`src/rtl/core_mem_pkg.sv`:
```
package core_mem_pkg;

    typedef enum logic [2:0] {
        ST_IDLE        = 3'd0,
        ST_READ_DRIVE  = 3'd1,
        ST_SENSE       = 3'd2,
        ST_RESTORE     = 3'd3,
        ST_CLEAR_READ  = 3'd4,
        ST_WRITE_DRIVE = 3'd5
    } cyc_state_e;

endpackage

```
`src/rtl/core_addr_decode.sv`:
```
module core_addr_decode #(
    parameter int X_W = 6,
    parameter int Y_W = 5
) (
    input  logic                 clk,
    input  logic                 rst_n,
    input  logic [X_W+Y_W:0]     addr,
    input  logic                 en,
    output logic [(1<<X_W)-1:0]  x_sel,
    output logic [(1<<Y_W)-1:0]  y_sel,
    output logic                 rom
);
    localparam int X_LINES = 1 << X_W;
    localparam int Y_LINES = 1 << Y_W;

    logic [X_W-1:0] x_idx;
    logic [Y_W-1:0] y_idx;

    assign x_idx = addr[Y_W +: X_W];
    assign y_idx = addr[Y_W-1:0];
    assign rom   = addr[X_W+Y_W];

    for (genvar gx = 0; gx < X_LINES; gx++) begin : g_x
        assign x_sel[gx] = en && (x_idx == X_W'(gx));
    end

    for (genvar gy = 0; gy < Y_LINES; gy++) begin : g_y
        assign y_sel[gy] = en && (y_idx == Y_W'(gy));
    end

    AST_X_ONEHOT: assert property (@(posedge clk) disable iff (!rst_n)
        en |-> ($onehot(x_sel) && $onehot(y_sel)));

    AST_SEL_QUIET: assert property (@(posedge clk) disable iff (!rst_n)
        !en |-> ($countones(x_sel) == 0 && $countones(y_sel) == 0));

endmodule

```
`src/rtl/core_cycle_fsm.sv`:
```
module core_cycle_fsm
    import core_mem_pkg::*;
#(
    parameter int ADDR_W = 12,
    parameter int RD_CYC = 3,
    parameter int WR_CYC = 3
) (
    input  logic              clk,
    input  logic              rst_n,
    input  logic              req_valid,
    input  logic              req_write,
    input  logic [ADDR_W-1:0] req_addr,
    output logic              ready,
    output logic              rd_valid,
    output logic [ADDR_W-1:0] addr_q,
    output logic              load_wdata,
    output logic              capture,
    output logic              drive_rd,
    output logic              drive_wr
);
    localparam int CNT_MAX = (RD_CYC > WR_CYC) ? RD_CYC : WR_CYC;
    localparam int CNT_W   = $clog2(CNT_MAX + 1);

    typedef struct packed {
        cyc_state_e        st;
        logic [CNT_W-1:0]  cnt;
        logic [ADDR_W-1:0] addr;
        logic              rdv;
    } fsm_t;

    fsm_t s_d, s_q;

    always_comb begin
        s_d        = s_q;
        s_d.rdv    = 1'b0;
        load_wdata = 1'b0;
        capture    = 1'b0;
        case (s_q.st)
            ST_IDLE: begin
                if (req_valid) begin
                    s_d.addr   = req_addr;
                    s_d.cnt    = CNT_W'(RD_CYC - 1);
                    s_d.st     = req_write ? ST_CLEAR_READ : ST_READ_DRIVE;
                    load_wdata = req_write;
                end
            end
            ST_READ_DRIVE: begin
                if (s_q.cnt == '0) s_d.st = ST_SENSE;
                else               s_d.cnt = s_q.cnt - 1'b1;
            end
            ST_SENSE: begin
                capture = 1'b1;
                s_d.st  = ST_RESTORE;
                s_d.cnt = CNT_W'(WR_CYC - 1);
            end
            ST_RESTORE: begin
                if (s_q.cnt == '0) begin
                    s_d.st  = ST_IDLE;
                    s_d.rdv = 1'b1;
                end else begin
                    s_d.cnt = s_q.cnt - 1'b1;
                end
            end
            ST_CLEAR_READ: begin
                if (s_q.cnt == '0) begin
                    s_d.st  = ST_WRITE_DRIVE;
                    s_d.cnt = CNT_W'(WR_CYC - 1);
                end else begin
                    s_d.cnt = s_q.cnt - 1'b1;
                end
            end
            ST_WRITE_DRIVE: begin
                if (s_q.cnt == '0) s_d.st = ST_IDLE;
                else               s_d.cnt = s_q.cnt - 1'b1;
            end
            default: s_d.st = ST_IDLE;
        endcase
    end

    always_ff @(posedge clk) begin
        if (!rst_n) begin
            s_q.st   <= ST_IDLE;
            s_q.cnt  <= '0;
            s_q.addr <= '0;
            s_q.rdv  <= 1'b0;
        end else begin
            s_q <= s_d;
        end
    end

    assign ready    = (s_q.st == ST_IDLE);
    assign rd_valid = s_q.rdv;
    assign addr_q   = s_q.addr;
    assign drive_rd = (s_q.st == ST_READ_DRIVE) || (s_q.st == ST_CLEAR_READ);
    assign drive_wr = (s_q.st == ST_RESTORE) || (s_q.st == ST_WRITE_DRIVE);

    AST_RDV_WITH_READY: assert property (@(posedge clk) disable iff (!rst_n)
        rd_valid |-> ready);

    AST_ACCEPT_BUSY: assert property (@(posedge clk) disable iff (!rst_n)
        (ready && req_valid) |=> !ready);

    AST_BUSY_ADDR_HELD: assert property (@(posedge clk) disable iff (!rst_n)
        (!ready && $past(!ready)) |-> $stable(addr_q));

    AST_READY_NO_DRIVE: assert property (@(posedge clk) disable iff (!rst_n)
        ready |-> (!drive_rd && !drive_wr));

endmodule

```
`src/rtl/core_bit_lane.sv`:
```
module core_bit_lane (
    input  logic clk,
    input  logic rst_n,
    input  logic load,
    input  logic wbit,
    input  logic capture,
    input  logic sense,
    input  logic drive_wr,
    input  logic rom,
    output logic data,
    output logic inhibit
);
    logic data_d, data_q;

    always_comb begin
        data_d = data_q;
        if (load)         data_d = wbit;
        else if (capture) data_d = ~sense;
    end

    always_ff @(posedge clk) begin
        if (!rst_n) data_q <= 1'b0;
        else        data_q <= data_d;
    end

    assign data    = data_q;
    assign inhibit = drive_wr && !rom && data_q;

    AST_INH_IN_WRITE: assert property (@(posedge clk) disable iff (!rst_n)
        inhibit |-> drive_wr);

    AST_ROM_NO_INH: assert property (@(posedge clk) disable iff (!rst_n)
        rom |-> !inhibit);

endmodule

```
`src/rtl/core_mem_ctrl.sv`:
```
module core_mem_ctrl #(
    parameter int WORD_W = 18,
    parameter int X_W    = 6,
    parameter int Y_W    = 5,
    parameter int RD_CYC = 3,
    parameter int WR_CYC = 3
) (
    input  logic                  clk,
    input  logic                  rst_n,
    input  logic                  req_valid,
    input  logic                  req_write,
    input  logic [X_W+Y_W:0]      req_addr,
    input  logic [WORD_W-1:0]     req_wdata,
    output logic                  ready,
    output logic                  rd_valid,
    output logic [WORD_W-1:0]     rd_data,
    output logic [(1<<X_W)-1:0]   x_sel,
    output logic [(1<<Y_W)-1:0]   y_sel,
    output logic                  plane_rom,
    output logic                  drive_read,
    output logic                  drive_write,
    input  logic [WORD_W-1:0]     sense_in,
    output logic [WORD_W-1:0]     inhibit
);
    localparam int ADDR_W = X_W + Y_W + 1;

    logic [ADDR_W-1:0] addr_q;
    logic              load_wdata;
    logic              capture;

    core_cycle_fsm #(
        .ADDR_W (ADDR_W),
        .RD_CYC (RD_CYC),
        .WR_CYC (WR_CYC)
    ) u_fsm (
        .clk        (clk),
        .rst_n      (rst_n),
        .req_valid  (req_valid),
        .req_write  (req_write),
        .req_addr   (req_addr),
        .ready      (ready),
        .rd_valid   (rd_valid),
        .addr_q     (addr_q),
        .load_wdata (load_wdata),
        .capture    (capture),
        .drive_rd   (drive_read),
        .drive_wr   (drive_write)
    );

    core_addr_decode #(
        .X_W (X_W),
        .Y_W (Y_W)
    ) u_dec (
        .clk   (clk),
        .rst_n (rst_n),
        .addr  (addr_q),
        .en    (drive_read || drive_write),
        .x_sel (x_sel),
        .y_sel (y_sel),
        .rom   (plane_rom)
    );

    for (genvar gb = 0; gb < WORD_W; gb++) begin : g_lane
        core_bit_lane u_lane (
            .clk      (clk),
            .rst_n    (rst_n),
            .load     (load_wdata),
            .wbit     (req_wdata[gb]),
            .capture  (capture),
            .sense    (sense_in[gb]),
            .drive_wr (drive_write),
            .rom      (plane_rom),
            .data     (rd_data[gb]),
            .inhibit  (inhibit[gb])
        );
    end

    AST_DRIVE_EXCL: assert property (@(posedge clk) disable iff (!rst_n)
        !(drive_read && drive_write));

    AST_READ_THEN_WRITE: assert property (@(posedge clk) disable iff (!rst_n)
        ($fell(drive_read) && !drive_write) |=> drive_write);

endmodule

```
`config.mk`:
```
export PLATFORM = sky130hd
export DESIGN_NAME = core_mem_ctrl
export DESIGN_NICKNAME = d
export VERILOG_FILES = /design/src/rtl/core_mem_pkg.sv /design/src/rtl/core_addr_decode.sv /design/src/rtl/core_cycle_fsm.sv /design/src/rtl/core_bit_lane.sv /design/src/rtl/core_mem_ctrl.sv
export SDC_FILE = /design/constraint.sdc
export NUM_CORES = 1
export LEC_CHECK = 0
export CAP_MARGIN = 30
export CORE_MARGIN = 2
export CORE_UTILIZATION = 30
export DETAILED_ROUTE_END_ITERATION = 10
export GPL_TIMING_DRIVEN = 0
export PLACE_DENSITY = 0.76
export REMOVE_ABC_BUFFERS = 1
export SETUP_SLACK_MARGIN = 0.1
export SLEW_MARGIN = 20
export SYNTH_ARGS = -nofsm -noshare
export SYNTH_HDL_FRONTEND = slang
export SYNTH_SLANG_ARGS = --single-unit
```
`constraint.sdc`:
```
create_clock -name clk -period 2 [get_ports clk]
set_input_delay 0.2 -clock clk [delete_from_list [all_inputs] [get_ports clk]]
set_output_delay 0.2 -clock clk [all_outputs]
set_load 0.01 [all_outputs]
```
### Word level (Yosys, flattened, before mapping)

Index checks and enable logic that the tools add are counted.

* flip-flop bits (word level): 36
* input bits: 52
* output and inout port bits: 137

* add/subtract/negate cells: 1
* eq/ne operators: 104
* muxes and demuxes: 49
* bitwise operators: 18
* reduce and logical (&&, ||, !) cells: 131

Operators by type and width (number)
* equality test 6 bit, second input constant: 32
* logical AND 1 bit: 115
* equality test 6 x 5 -> 1 bit, second input constant: 16
* equality test 5 bit, second input constant: 16
* equality test 6 x 4 -> 1 bit, second input constant: 8
* equality test 5 x 4 -> 1 bit, second input constant: 8
* two-way mux 1 bit: 40
* equality test 6 x 3 -> 1 bit, second input constant: 4
* equality test 5 x 3 -> 1 bit, second input constant: 4
* inverter 1 bit: 18
* two-way mux 17 bit: 1
* one-hot mux 3 bit (5 select lines): 1
* equality test 6 x 2 -> 1 bit, second input constant: 2
* two-way mux 3 bit: 4
* equality test 5 x 2 -> 1 bit, second input constant: 2
* one-hot mux 2 bit (4 select lines): 1
* equality test 3 x 2 -> 1 bit, second input constant: 2
* equality test 3 bit, second input constant: 2
* equality test 6 x 1 -> 1 bit, second input constant: 1
* logical NOT 6 bit: 1
* != test 2 x 1 -> 1 bit, second input constant: 3
* equality test 5 x 1 -> 1 bit, second input constant: 1
* logical NOT 5 bit: 1
* two-way mux 2 bit: 2
* 14 further kinds: 18

### Logic depth before layout (Yosys ltp)

Gate-level depths: netlist of run 1.

* word-level depth: 4
* depth in mapped cells: 7
* depth with buffers taken out: 5

### Modules after synthesis

From an unflattened synthesis of run 1, not the netlist that was laid out.

* cell total of the unflattened synthesis: 381
* area total of the unflattened synthesis: 2787.7 um^2

By module, submodules not included
* core_bit_lane: times used 18, cells an instance 7, area each 63.8 um^2
* core_cycle_fsm: times used 1, cells an instance 109, area each 892.1 um^2
* core_addr_decode: times used 1, cells an instance 145, area each 740.7 um^2
* core_mem_ctrl: times used 1, cells an instance 1, area each 6.3 um^2

### Worst setup path before layout of run 1

OpenSTA, ideal clock, no wires.

* path type: register to output
* from: reg u_fsm.s_q[15] in the netlist's numbering
* to: out inhibit[0]
* arrival: 1.403 ns
* data required time: 1.800 ns
* setup slack: 0.397 ns
* cell stages (with the launch flop): 7
* path through: dfxtp_1 clkbuf_1 and3b_1 buf_2 clkbuf_2 and2_1 buf_4

* cells in the longest elaborated chain, start to end: 4
* elaborated cells between the ends (all ways): 5
* those cells by class: eq/ne (2); reduce/logical (3)

RTL lines
* start: declaration: line core_cycle_fsm.sv:31 `fsm_t s_d, s_q;`
* equality test 3 x 2 -> 1 bit or equality test 3 bit (tied branches): line core_cycle_fsm.sv:95 `assign drive_wr = (s_q.st == ST_RESTORE) || (s_q.st == ST_WRITE_DRIVE);`
* logical OR 1 bit *: line core_cycle_fsm.sv:95
* logical AND 1 bit * (2 in a row): line core_bit_lane.sv:27 `assign inhibit = drive_wr && !rom && data_q;`
* end: declaration: line core_mem_ctrl.sv:23 `output logic [WORD_W-1:0] inhibit`

Mark *: on every way between the ends. The rest lies on a longest branch, timed or not.

### Worst setup path after layout of run 1

* from: reg u_fsm.s_q[17] in the netlist's numbering
* to: out x_sel[2]

* cells in the longest elaborated chain, start to end: 4
* elaborated cells between the ends (all ways): 8
* those cells by class: eq/ne (4); reduce/logical (4)

RTL lines
* equality test 3 x 1 -> 1 bit, or another cell as far along: line core_cycle_fsm.sv:94 `assign drive_rd = (s_q.st == ST_READ_DRIVE) || (s_q.st == ST_CLEAR_READ);`
* logical OR 1 bit, on equally long branches: line core_cycle_fsm.sv:94, core_cycle_fsm.sv:95
* logical OR 1 bit *: line core_mem_ctrl.sv:57 `.en (drive_read || drive_write),`
* logical AND 1 bit *: line core_addr_decode.sv:24 `assign x_sel[gx] = en && (x_idx == X_W'(gx));`
* end: declaration: line core_mem_ctrl.sv:17 `output logic [(1<<X_W)-1:0] x_sel,`

Marked as above.

==> out/metrics.csv, run 1 <==
stage,metric,value,unit
worst_setup_path,r2r setup slk,190,ps
power,worst vdd ir,378,uV
die,Core Rows,34,
hold_path,Hold Path Class,in -> reg,
yosys,#FFs+latches synth,36,
worst_setup_path,startpoint types,flop,
grt,vias in the first global route,3127,
power,Reg power frac,30.4,%
worst_setup_path,critical path required time,1800,ps
status,status,"complete, no violations",
sta,endpoints failing setup,0,
placed_design,Buffers on Ports,188,
die,DIE WIDTH,97.7,um
sta,Fin. Hold Viols,0,
clock_tree,CTS root buf,clkbuf_8,
grt,grt ovf,0,
yosys,Most used DFF post-synth,dfxtp_1,
die,area of the core,0.00864,sq mm
yosys,"EDFF count, synth",0,
grt,largest net degree at the start of global routing,25,
power,logic gate share of total power,50.4,%
routing,wire per inst,14.9,um
routing,total routed wirelength,9950,um
yosys,Area contributors post-synth,"dfxtp_1 (27%), nor2_1 (15%), buf_4 (11%), nand2_1 (7.8%), a32o_1 (6.8%)",
die,die height,97.7,um
yosys,Syn. warnings,0,
final_layout,Filler cells,829,
sta,worst slew pin tran,483,ps
routing,Vias/cell,4.88,
clock_tree,clock sinks,36,
yosys,Post-Synthesis Cells,383,
sta,f_max,526,MHz
power,sw frac,36.0,%
clock_tree,Num CTS Buffers,5,
sta,final worst-path cycle share,95.1,%
worst_setup_path,kind of critical path,reg -> out,
die,IO Pins,189,
hold_path,Hold Crit Depth,3,
power,NetSw,1.23,mW
grt,first-pass GRT wire length,14700,um
final_layout,# nets final,611,
yosys,Unique masters post-synth,41,
placed_design,hpwl dp,6780,um
final_layout,layout cells sized above 1,24.6,%
sta,Min Hold Slack,444,ps
clock_tree,Hold Buf Count CTS,0,
yosys,Synth top area share,27.3,%
power,Int Pwr,2.18,mW
worst_setup_path,Worst Path Max Fanout,18,
worst_setup_path,Reg-to-Reg Start,u_fsm.s_q[17],
clock_tree,CTS H-Tree Depth,2,
clock_tree,CTS tree,done,
yosys,post-synthesis sequential area ratio,27.3,%
sta,min Tclk post-route,1900,ps
power,Leakage Power,2.25,nW
yosys,post-synth top area cell,dfxtp_1,
power,Tot Pwr,3.41,mW
routing,1st-pass router iterations,4,
worst_setup_path,CP arrival,1700,ps
hold_path,"Endpoint, Worst Hold",u_fsm.addr_q[6],
sta,worst rel slew slack,67.6,%
sta,RSZ-0062 raised after global routing,yes,
hold_path,worst hold start,req_addr[6],
placed_design,RD Place Congestion,0.861,
routing,Via Count,3253,
placed_design,Post-Place Cells,620,
job,max_cap viols,0,
final_layout,final non-filler cell total,666,
clock_tree,clock buffer depth,2,
yosys,most frequent cell after synthesis,nor2_1,
power,Clock power frac,19.2,%
routing,DRC viols,0,
yosys,Synth async-reset ratio,0,%
clock_tree,worst skew pair latency,290,ps
clock_tree,Clock transition at path regs,80,ps
sta,Slew Limit Fails,0,
routing,Detailed Route Iter0 Violations,84,
routing,ANT nets after route,0,
final_layout,ant diodes,0,
grt,Total GRT Usage,18.5,%
worst_setup_path,r2r endpoint,g_lane[6].u_lane.data,
yosys,Avg Inst Size Synth,6.88,sq um
worst_setup_path,Worst Reg2Reg Path Length in Cells,6,
grt,initial antenna violation count,0,
sta,Worst Skew,3.87,ps
worst_setup_path,Setup crit end kind,output port,
power,Power Dens Cells,716,mW/mm^2
die,Die Area,0.00955,sq mm
die,initial core utilization,30.5,%
final_layout,area grow syn2layout,80.4,%
yosys,synthesized area,0.00264,sq mm
yosys,most frequent cells after synthesis,"nor2_1 (103), nand2_1 (55), buf_4 (38)",
==> flip-flops by register name (all words and copies together), names as in the netlist <==
name and count:
g_lane.u_lane.data 18, u_fsm.addr_q 12, u_fsm.s_q 5, u_fsm.rd_valid 1
==> power by group through the flow <==
stage	sequential (mW)	clock [mW]	combinational, mW
finish	1.04	0.653	1.72
global route	1.06	0.692	1.84
CTS	1.03	0.668	1.59
detailed placement	1.06	0	1.33
global placement	1.04	0	1.28
floorplan	1.05	0	0.719
==> cell usage in the layout (no fill, tap or decap), types with 6 or more instances in the layout <==
master	instances
nand2_1	54
buf_4	28
clkbuf_2	14
clkdlybuf4s50_1	72
dfxtp_1	29
or2_2	19
and2_1	8
dlymetal6s2s_1	6
nand4b_1	6
clkdlybuf4s15_1	12
and2_4	12
dlygate4sd2_1	65
a32o_1	18
nand3_1	6
a21oi_1	13
buf_6	15
nand4_1	6
buf_2	7
nor2_1	99
==> per-stage QoR <==
step / TNS, ps / util (%) / setup slack (ps) / area (sq um)
floorplan: -233 / - / -12.9 / 2250
global placement: -61380 / 49.4 / -744 / 4270
detailed placement: -74150 / 49.7 / -875 / 4290
CTS: -14.6 / 52.9 / -8.62 / 4570
global route: 0 / 55.1 / 33.4 / 4760
finish: 0 / 55.1 / 98.1 / 4760
==> cell type report <==
cell class | count | area, sq um | share of cell area [%]
clock buffer | 5 | 68.8 | 1.45
clock inverter | 3 | 42.5 | 0.894
tap | 108 | 135 | 2.84
timing repair buffer | 225 | 2080 | 43.7
inverter | 4 | 15.0 | 0.316
sequential | 36 | 739 | 15.5
multi-input combinational | 285 | 1680 | 35.3
==> critical path: stages (launching register included) <==
cell and delay (ps):
dfxtp_4 360, buf_4 150, nand2_8 130, nand4bb_4 180
buf_4 180, nor2_1 110, dlygate4sd2_1 280
==> worst max path at each step <==
stage,depth (start not counted),startpoint,slack [ps],to
global route,6,u_fsm.s_q[17],30,x_sel[2]
detailed placement,4,u_fsm.s_q[15],-880,x_sel[3]
finish,6,u_fsm.s_q[17],100,x_sel[2]
floorplan,3,u_fsm.s_q[16],-10,g_lane[0].u_lane.data
CTS,4,u_fsm.s_q[17],-9,x_sel[15]
global placement,4,u_fsm.s_q[15],-740,x_sel[47]
==> cell families (layout without fill, tap and decap cells) <==
group                      after synthesis  count (layout)  synth area share, %
buffers and inverters                   64             237                 15.2
adders and majority gates                2               2                0.949
AOI/OAI and AO/OA                       40              40                 11.9
DFF                                     36              36                 27.3
and+or+nand+nor                        238             240                 43.6
xor gates and xnor gates                 3               3                0.997
==> timing repair <==
action	4_1_cts	5_1_grt
pin swaps	9	4
buffers inserted	25	8
gates cloned	2	3
endpoints found under the setup margin	134	79
gates resized for setup	189	85
==> routing by layer <==
metal / wire (um) / vias to the layer above / GRT usage (%) / share of wire, %
li1: - / 1576 / - / -
met1: 3810 / 1503 / 19.0 / 38
met2: 5140 / 156 / 36.1 / 52
met3: 790 / 18 / 4.51 / 7.9
met4: 204 / 0 / 6.41 / 2.1
met5: 0 / - / 0 / 0
(Power assumes the default switching activity.)
==> run 2, diff against run 1 <==
- PLACE_DENSITY: 0.76 -> 0.75
- SYNTH_HIERARCHICAL: not set -> 1
==> out/metrics.csv, run 2 <==
stage,metric,value,unit,change
yosys,Avg Inst Size Synth,7.32,sq um,+6.3%
die,area of the core,0.00911,sq mm,+5.5%
grt,largest net degree at the start of global routing,39,,+56%
yosys,Synth async-reset ratio,0,%,unchanged
routing,wire per inst,16.5,um,+11%
sta,Min Hold Slack,444,ps,-0.603 ps
power,Power Dens Cells,754,mW/mm^2,+5.3%
grt,initial antenna violation count,0,,unchanged
final_layout,"Design Area, Final",0.00537,sq mm,+13%
sta,Worst Skew,17.0,ps,+13.2 ps
power,worst vdd ir,395,uV,+4.3%
die,die height,100,um,+2.7%
final_layout,layout cells sized above 1,44.0,%,+19 points
routing,Detailed Route Iter0 Violations,80,,-4.8%
die,IO Pins,189,,unchanged
status,status,"finished, violations left",,
yosys,post-synthesis sequential area ratio,25.9,%,-1.5 points
routing,Vias/cell,5.12,,+4.8%
die,Die Area,0.0101,sq mm,+5.5%
placed_design,RD Place Congestion,0.840,,-2.5%
worst_setup_path,Setup crit end kind,output port,,
routing,Via Count,3675,,+13%
sta,Slew Limit Fails,0,,unchanged
clock_tree,worst skew pair latency,290,ps,about the same
routing,1st-pass router iterations,6,,+2
die,DIE WIDTH,100,um,+2.7%
job,max_cap viols,0,,unchanged
die,initial core utilization,30.6,%,+0.077 points
sta,min Tclk post-route,2260,ps,+354 ps
worst_setup_path,CP arrival,2060,ps,+360 ps
yosys,Post-Synthesis Cells,381,,-0.52%
yosys,synthesized area,0.00279,sq mm,+5.7%
sta,endpoints failing setup,96,,+96
worst_setup_path,critical path required time,1800,ps,about the same
final_layout,# nets final,660,,+8.0%
clock_tree,clock buffer depth,2,,unchanged
yosys,most frequent cells after synthesis,"nor2_1 (109), dfxtp_1 (36), nand2_1 (28)",,
worst_setup_path,Worst Path Max Fanout,5,,-13
yosys,#FFs+latches synth,36,,unchanged
yosys,"EDFF count, synth",0,,unchanged
clock_tree,CTS root buf,clkbuf_8,,
clock_tree,CTS H-Tree Depth,2,,unchanged
final_layout,utilization after layout,58.9,%,+3.9 points
power,Leakage Power,2.36,nW,+4.9%
sta,f_max,443,MHz,-16%
yosys,Syn. warnings,6,,+6
clock_tree,clock sinks,36,,unchanged
sta,Fin. Hold Viols,0,,unchanged
clock_tree,Hold Buf Count CTS,0,,unchanged
routing,total routed wirelength,11900,um,+19%
final_layout,max FFs per register,18,,unchanged
sta,worst rel slew slack,53.6,%,-14 points
final_layout,area grow syn2layout,92.6,%,
worst_setup_path,startpoint types,flop,,
placed_design,Buffers on Ports,188,,unchanged
final_layout,most frequent cells in the layout,"clkdlybuf4s50_1 (76), nor2_1 (65), buf_2 (62)",,
sta,RSZ-0062 raised after global routing,yes,,
routing,DRC viols,0,,unchanged
yosys,Unique masters post-synth,35,,-15%
sta,Post-Route Setup TNS,-11900,ps,-11900 ps
final_layout,Filler cells,791,,-4.6%
placed_design,hpwl dp,7150,um,+5.5%
worst_setup_path,kind of critical path,reg -> out,,
clock_tree,Clock transition at path regs,90,ps,about the same
yosys,post-synth top area cell,dfxtp_1,,
sta,final worst-path cycle share,113,%,+18 points
routing,ANT nets after route,0,,unchanged
status,violated checks,negative setup slack,,
yosys,Synth top area share,25.9,%,-1.5 points
grt,vias in the first global route,3620,,+16%
sta,worst setup margin,-256,ps,-354 ps
hold_path,Hold Path Class,in -> reg,,
clock_tree,CTS tree,done,,
grt,Total GRT Usage,22.2,%,+3.7 points
yosys,Most used DFF post-synth,dfxtp_1,,
die,Core Rows,35,,+2.9%
clock_tree,Num CTS Buffers,5,,unchanged
final_layout,ant diodes,0,,unchanged
final_layout,"commonest non-fill, non-tap cell in the layout",clkdlybuf4s50_1,,
grt,grt ovf,0,,unchanged
yosys,Area contributors post-synth,"dfxtp_1 (26%), nor2_1 (15%), o41ai_2 (11%), and3b_1 (5.7%), and2_1 (4.3%)",,
sta,worst slew pin tran,696,ps,+214 ps
grt,first-pass GRT wire length,18000,um,+22%
placed_design,DP Area,0.00466,sq mm,+8.6%
yosys,most frequent cell after synthesis,nor2_1,,
[run 2: cell types whose count changed after synthesis, sizes merged, moves of 5 or more]
cell	previous run	this run
or4b	1	6
or2	20	1
nor2b	6	0
buf	50	22
nand2	55	28
nand3	7	19
o41ai	0	18
nand4bb	1	9
nor3	1	12
a32o	18	0
inv	3	22
and3b	1	18
nor2	103	109
[run 2: kinds of logic (layout without fill, tap and decap cells)]
group	after synthesis	after routing	synth area share, %
AND/OR/NAND/NOR	246	249	47.9
buffers and inverters	55	276	9.56
AO/OA/AOI/OAI	40	42	15.2
flip-flops	36	36	25.9
adder cells (fa/ha/maj)	2	2	0.898
XOR/XNOR	2	2	0.628
[run 2: through the flow]
step                setup slack, ps  instances  power, mW
finish                         -256        718       4.05
global route                   -331        718       4.30
CTS                            -265        712       3.92
detailed placement            -1550        649       2.65
global placement              -1800        647       2.57
floorplan                      -656        348       1.94
[run 2: worst paths after layout]
path,start,end,slack [ps],depth (start not counted)
max,u_fsm/s_q[16],y_sel[0],-260,7
min,req_addr[11],u_fsm/addr_q[11],440,3
max reg2reg,u_fsm/s_q[15],g_lane[14].u_lane/data,230,7
min reg2reg,g_lane[3].u_lane/data,g_lane[3].u_lane/data,570,2
[run 2: power breakdown]
part           switching [mW]  internal, mW  total, mW
Combinational            1.12          1.22       2.34
Clock                   0.288         0.282      0.571
Sequential              0.257         0.885       1.14
Total                    1.67          2.38       4.05
[run 2: cell type report]
class                   instances  area (sq um)  area share (%)
well taps                     111           139            2.59
clock buffers                   6          82.6            1.54
multi-input cells             295          2170            40.5
clock inverters                 2          13.8           0.256
inverters                      22          86.3            1.61
repair buffers                246          2140            39.8
flip-flops and latches         36           738            13.7
[run 2: layer usage]
layer	track usage, %	vias up	routed length (um)	part of all wire (%)
met5	0	-	0	0
met4	6.53	0	238	2.0
met3	6.82	21	1000	8.4
met2	41.7	176	6100	51
met1	23.6	1728	4540	38
li1	-	1750	-	-
[run 2: repair_timing]
item / in CTS / in global routing
endpoints found under the setup margin: 134 / 121
gates resized for setup: 438 / 73
gates cloned: 7 / 0
pin swaps: 30 / 8
buffers inserted: 48 / 7
[run 2: critical path: stages (launching register included)]
cell and delay, ps:
dfxtp_4 370, nand2b_4 160, a21oi_4 180, or2_4 190, buf_6 100, or4b_4 490
nor3_2 120, buf_2 160
==> run 3, diff against run 2 <==
- SLEW_MARGIN: 20 -> 10
==> out/metrics.csv, run 3 (synthesis gave the netlist of run 2 again) <==
stage,metric,value,unit,change
sta,RSZ-0062 raised after global routing,yes,,
power,NetSw,1.61,mW,-3.5%
power,Reg power frac,29.1,%,+0.9 points
sta,min Tclk post-route,2240,ps,-20.8 ps
clock_tree,Clock transition at path regs,80,ps,about the same
worst_setup_path,kind of critical path,reg -> out,,
worst_setup_path,Setup crit end kind,output port,,
power,logic gate share of total power,57.7,%,about the same
sta,f_max,447,MHz,+0.93%
sta,worst slew pin tran,583,ps,-113 ps
sta,worst rel slew slack,61.0,%,+7.4 points
worst_setup_path,critical path required time,1800,ps,about the same
worst_setup_path,r2r setup slk,270,ps,+40 ps
worst_setup_path,CP endpoint,x_sel[14],,
worst_setup_path,CP arrival,2040,ps,-20 ps
status,violated checks,negative setup slack,,
sta,Fin. Hold Viols,0,,unchanged
clock_tree,Hold Buf Count CTS,0,,unchanged
worst_setup_path,Worst Path Max Fanout,5,,unchanged
power,sw frac,41.1,%,about the same
final_layout,# nets final,657,,-0.45%
grt,first-pass GRT wire length,17300,um,-3.9%
worst_setup_path,r2r endpoint,u_fsm/s_q[14],,
grt,initial antenna violation count,0,,unchanged
power,Int Pwr,2.30,mW,-3.5%
status,status,"finished, violations left",,
sta,final worst-path cycle share,112,%,-1.0 points
final_layout,area grow syn2layout,93.7,%,
worst_setup_path,Slowest cell on crit path,or3b_4,,
worst_setup_path,Reg-to-Reg Start,u_fsm/s_q[17],,
worst_setup_path,startpoint types,flop,,
die,Core Rows,35,,unchanged
clock_tree,clock buffer depth,2,,unchanged
sta,Min Hold Slack,454,ps,+10.6 ps
grt,grt ovf,0,,unchanged
final_layout,max FFs per register,18,,unchanged
routing,Vias/cell,5.17,,+0.91%
power,Power Dens Cells,724,mW/mm^2,-4.0%
sta,worst setup margin,-235,ps,+20.8 ps
power,Leakage Power,2.43,nW,+3.0%
placed_design,RD Place Congestion,0.840,,unchanged
worst_setup_path,crit path launch,u_fsm/s_q[16],,
routing,Via Count,3693,,+0.49%
power,worst vdd ir,418,uV,+5.9%
worst_setup_path,most used cell along the critical path,buf_6,,
die,initial core utilization,30.6,%,unchanged
die,DIE WIDTH,100,um,unchanged
routing,total routed wirelength,12000,um,+0.72%
power,Clock power frac,13.2,%,-0.9 points
die,area of the core,0.00911,sq mm,unchanged
routing,ANT nets after route,0,,unchanged
die,die height,100,um,unchanged
grt,vias in the first global route,3523,,-2.7%
routing,DRC viols,0,,unchanged
clock_tree,CTS root buf,clkbuf_8,,
worst_setup_path,CP Cell Sequence,nand2b_4 > a21oi_4 > or2_4 > or3b_4 > buf_12 > buf_6 > nor2_4 > buf_6,,
placed_design,hpwl dp,7190,um,+0.56%
worst_setup_path,Worst Reg2Reg Path Length in Cells,5,,-2
routing,1st-pass router iterations,4,,-2
clock_tree,Num CTS Buffers,5,,unchanged
routing,wire per inst,16.7,um,+1.1%
die,Die Area,0.0101,sq mm,unchanged
clock_tree,CTS H-Tree Depth,2,,unchanged
sta,Worst Skew,14.5,ps,-2.49 ps
clock_tree,CTS tree,done,,
sta,Slew Limit Fails,0,,unchanged
final_layout,layout cells sized above 1,44.0,%,+0.053 points
grt,largest net degree at the start of global routing,28,,-28%
grt,Total GRT Usage,21.3,%,-0.91 points
final_layout,most frequent cells in the layout,"clkdlybuf4s50_1 (74), buf_2 (68), nor2_1 (56)",,
job,max_cap viols,0,,unchanged
hold_path,Hold Path Class,in -> reg,,
final_layout,ant diodes,0,,unchanged
final_layout,"commonest non-fill, non-tap cell in the layout",clkdlybuf4s50_1,,
die,IO Pins,189,,unchanged
clock_tree,clock sinks,36,,unchanged
worst_setup_path,Critical Path Max Stage Delay,420,ps,-70 ps
routing,Detailed Route Iter0 Violations,81,,+1.3%
placed_design,Place WS,-1340,ps,+205 ps
sta,endpoints failing setup,67,,-30%
clock_tree,worst skew pair latency,280,ps,about the same
placed_design,Buffers on Ports,188,,unchanged
-- run 3: layout make-up --
cell class,count,area (sq um)
repair buffers,244,2130
clock inverters,1,8.76
well taps,111,139
fillers,779,3710
clock buffers,7,76.3
flip-flops and latches,36,738
multi-input cells,294,2220
inverters,22,82.6
-- run 3: worst max-delay path: cells and delay by family, from the launching register on --
| family | cells | cell delay (ps) |
|---|---|---|
| compound gates | 1 | 170 |
| buf+inv | 3 | 370 |
| flops | 1 | 380 |
| simple gates | 4 | 840 |
-- run 3: worst min-delay path by stage --
stage,cells after the start,startpoint,slack (ps),endpoint
after floorplan,2,req_addr[9],340,u_fsm/addr_q[9]
after global placement,2,u_fsm/addr_q[9],480,u_fsm/addr_q[9]
after detailed placement,2,u_fsm/addr_q[9],500,u_fsm/addr_q[9]
after CTS,3,req_addr[3],440,u_fsm/addr_q[3]
after global routing,3,req_addr[3],470,u_fsm/addr_q[3]
final,3,req_addr[3],450,u_fsm/addr_q[3]
-- run 3: power groups by stage --
| stage | sequential [mW] | clock [mW] | combinational (mW) |
|---|---|---|---|
| finish | 1.14 | 0.517 | 2.25 |
| global placement | 1.12 | 0 | 1.45 |
| detailed placement | 1.13 | 0 | 1.51 |
| floorplan | 1.11 | 0 | 0.835 |
| CTS | 1.14 | 0.548 | 2.10 |
| global route | 1.17 | 0.575 | 2.41 |
-- run 3: metrics by stage --
step	util [%]	instances	power, mW	area [sq um]	TNS [ps]
6_report	59.3	715	3.91	5400	-7180
5_1_grt	59.3	715	4.15	5400	-14570
4_1_cts	54.8	706	3.79	4990	-7500
3_5_place_dp	51.2	650	2.65	4670	-129250
3_3_place_gp	50.8	647	2.57	4620	-198010
2_1_floorplan	-	348	1.94	2600	-50450
-- run 3: what timing repair did --
action,CTS,global route
gates cloned,6,0
buffers inserted,42,9
pin swaps,41,14
setup endpoints to repair,136,112
resized for setup,474,91
-- run 3: per-layer routing --
layer | share of wire, % | global-route usage, % | routed length (um)
met3 | 8.6 | 6.62 | 1030
met2 | 50 | 38.9 | 6030
met5 | 0 | 0 | 0
met4 | 3.0 | 7.27 | 359
met1 | 38 | 23.0 | 4540
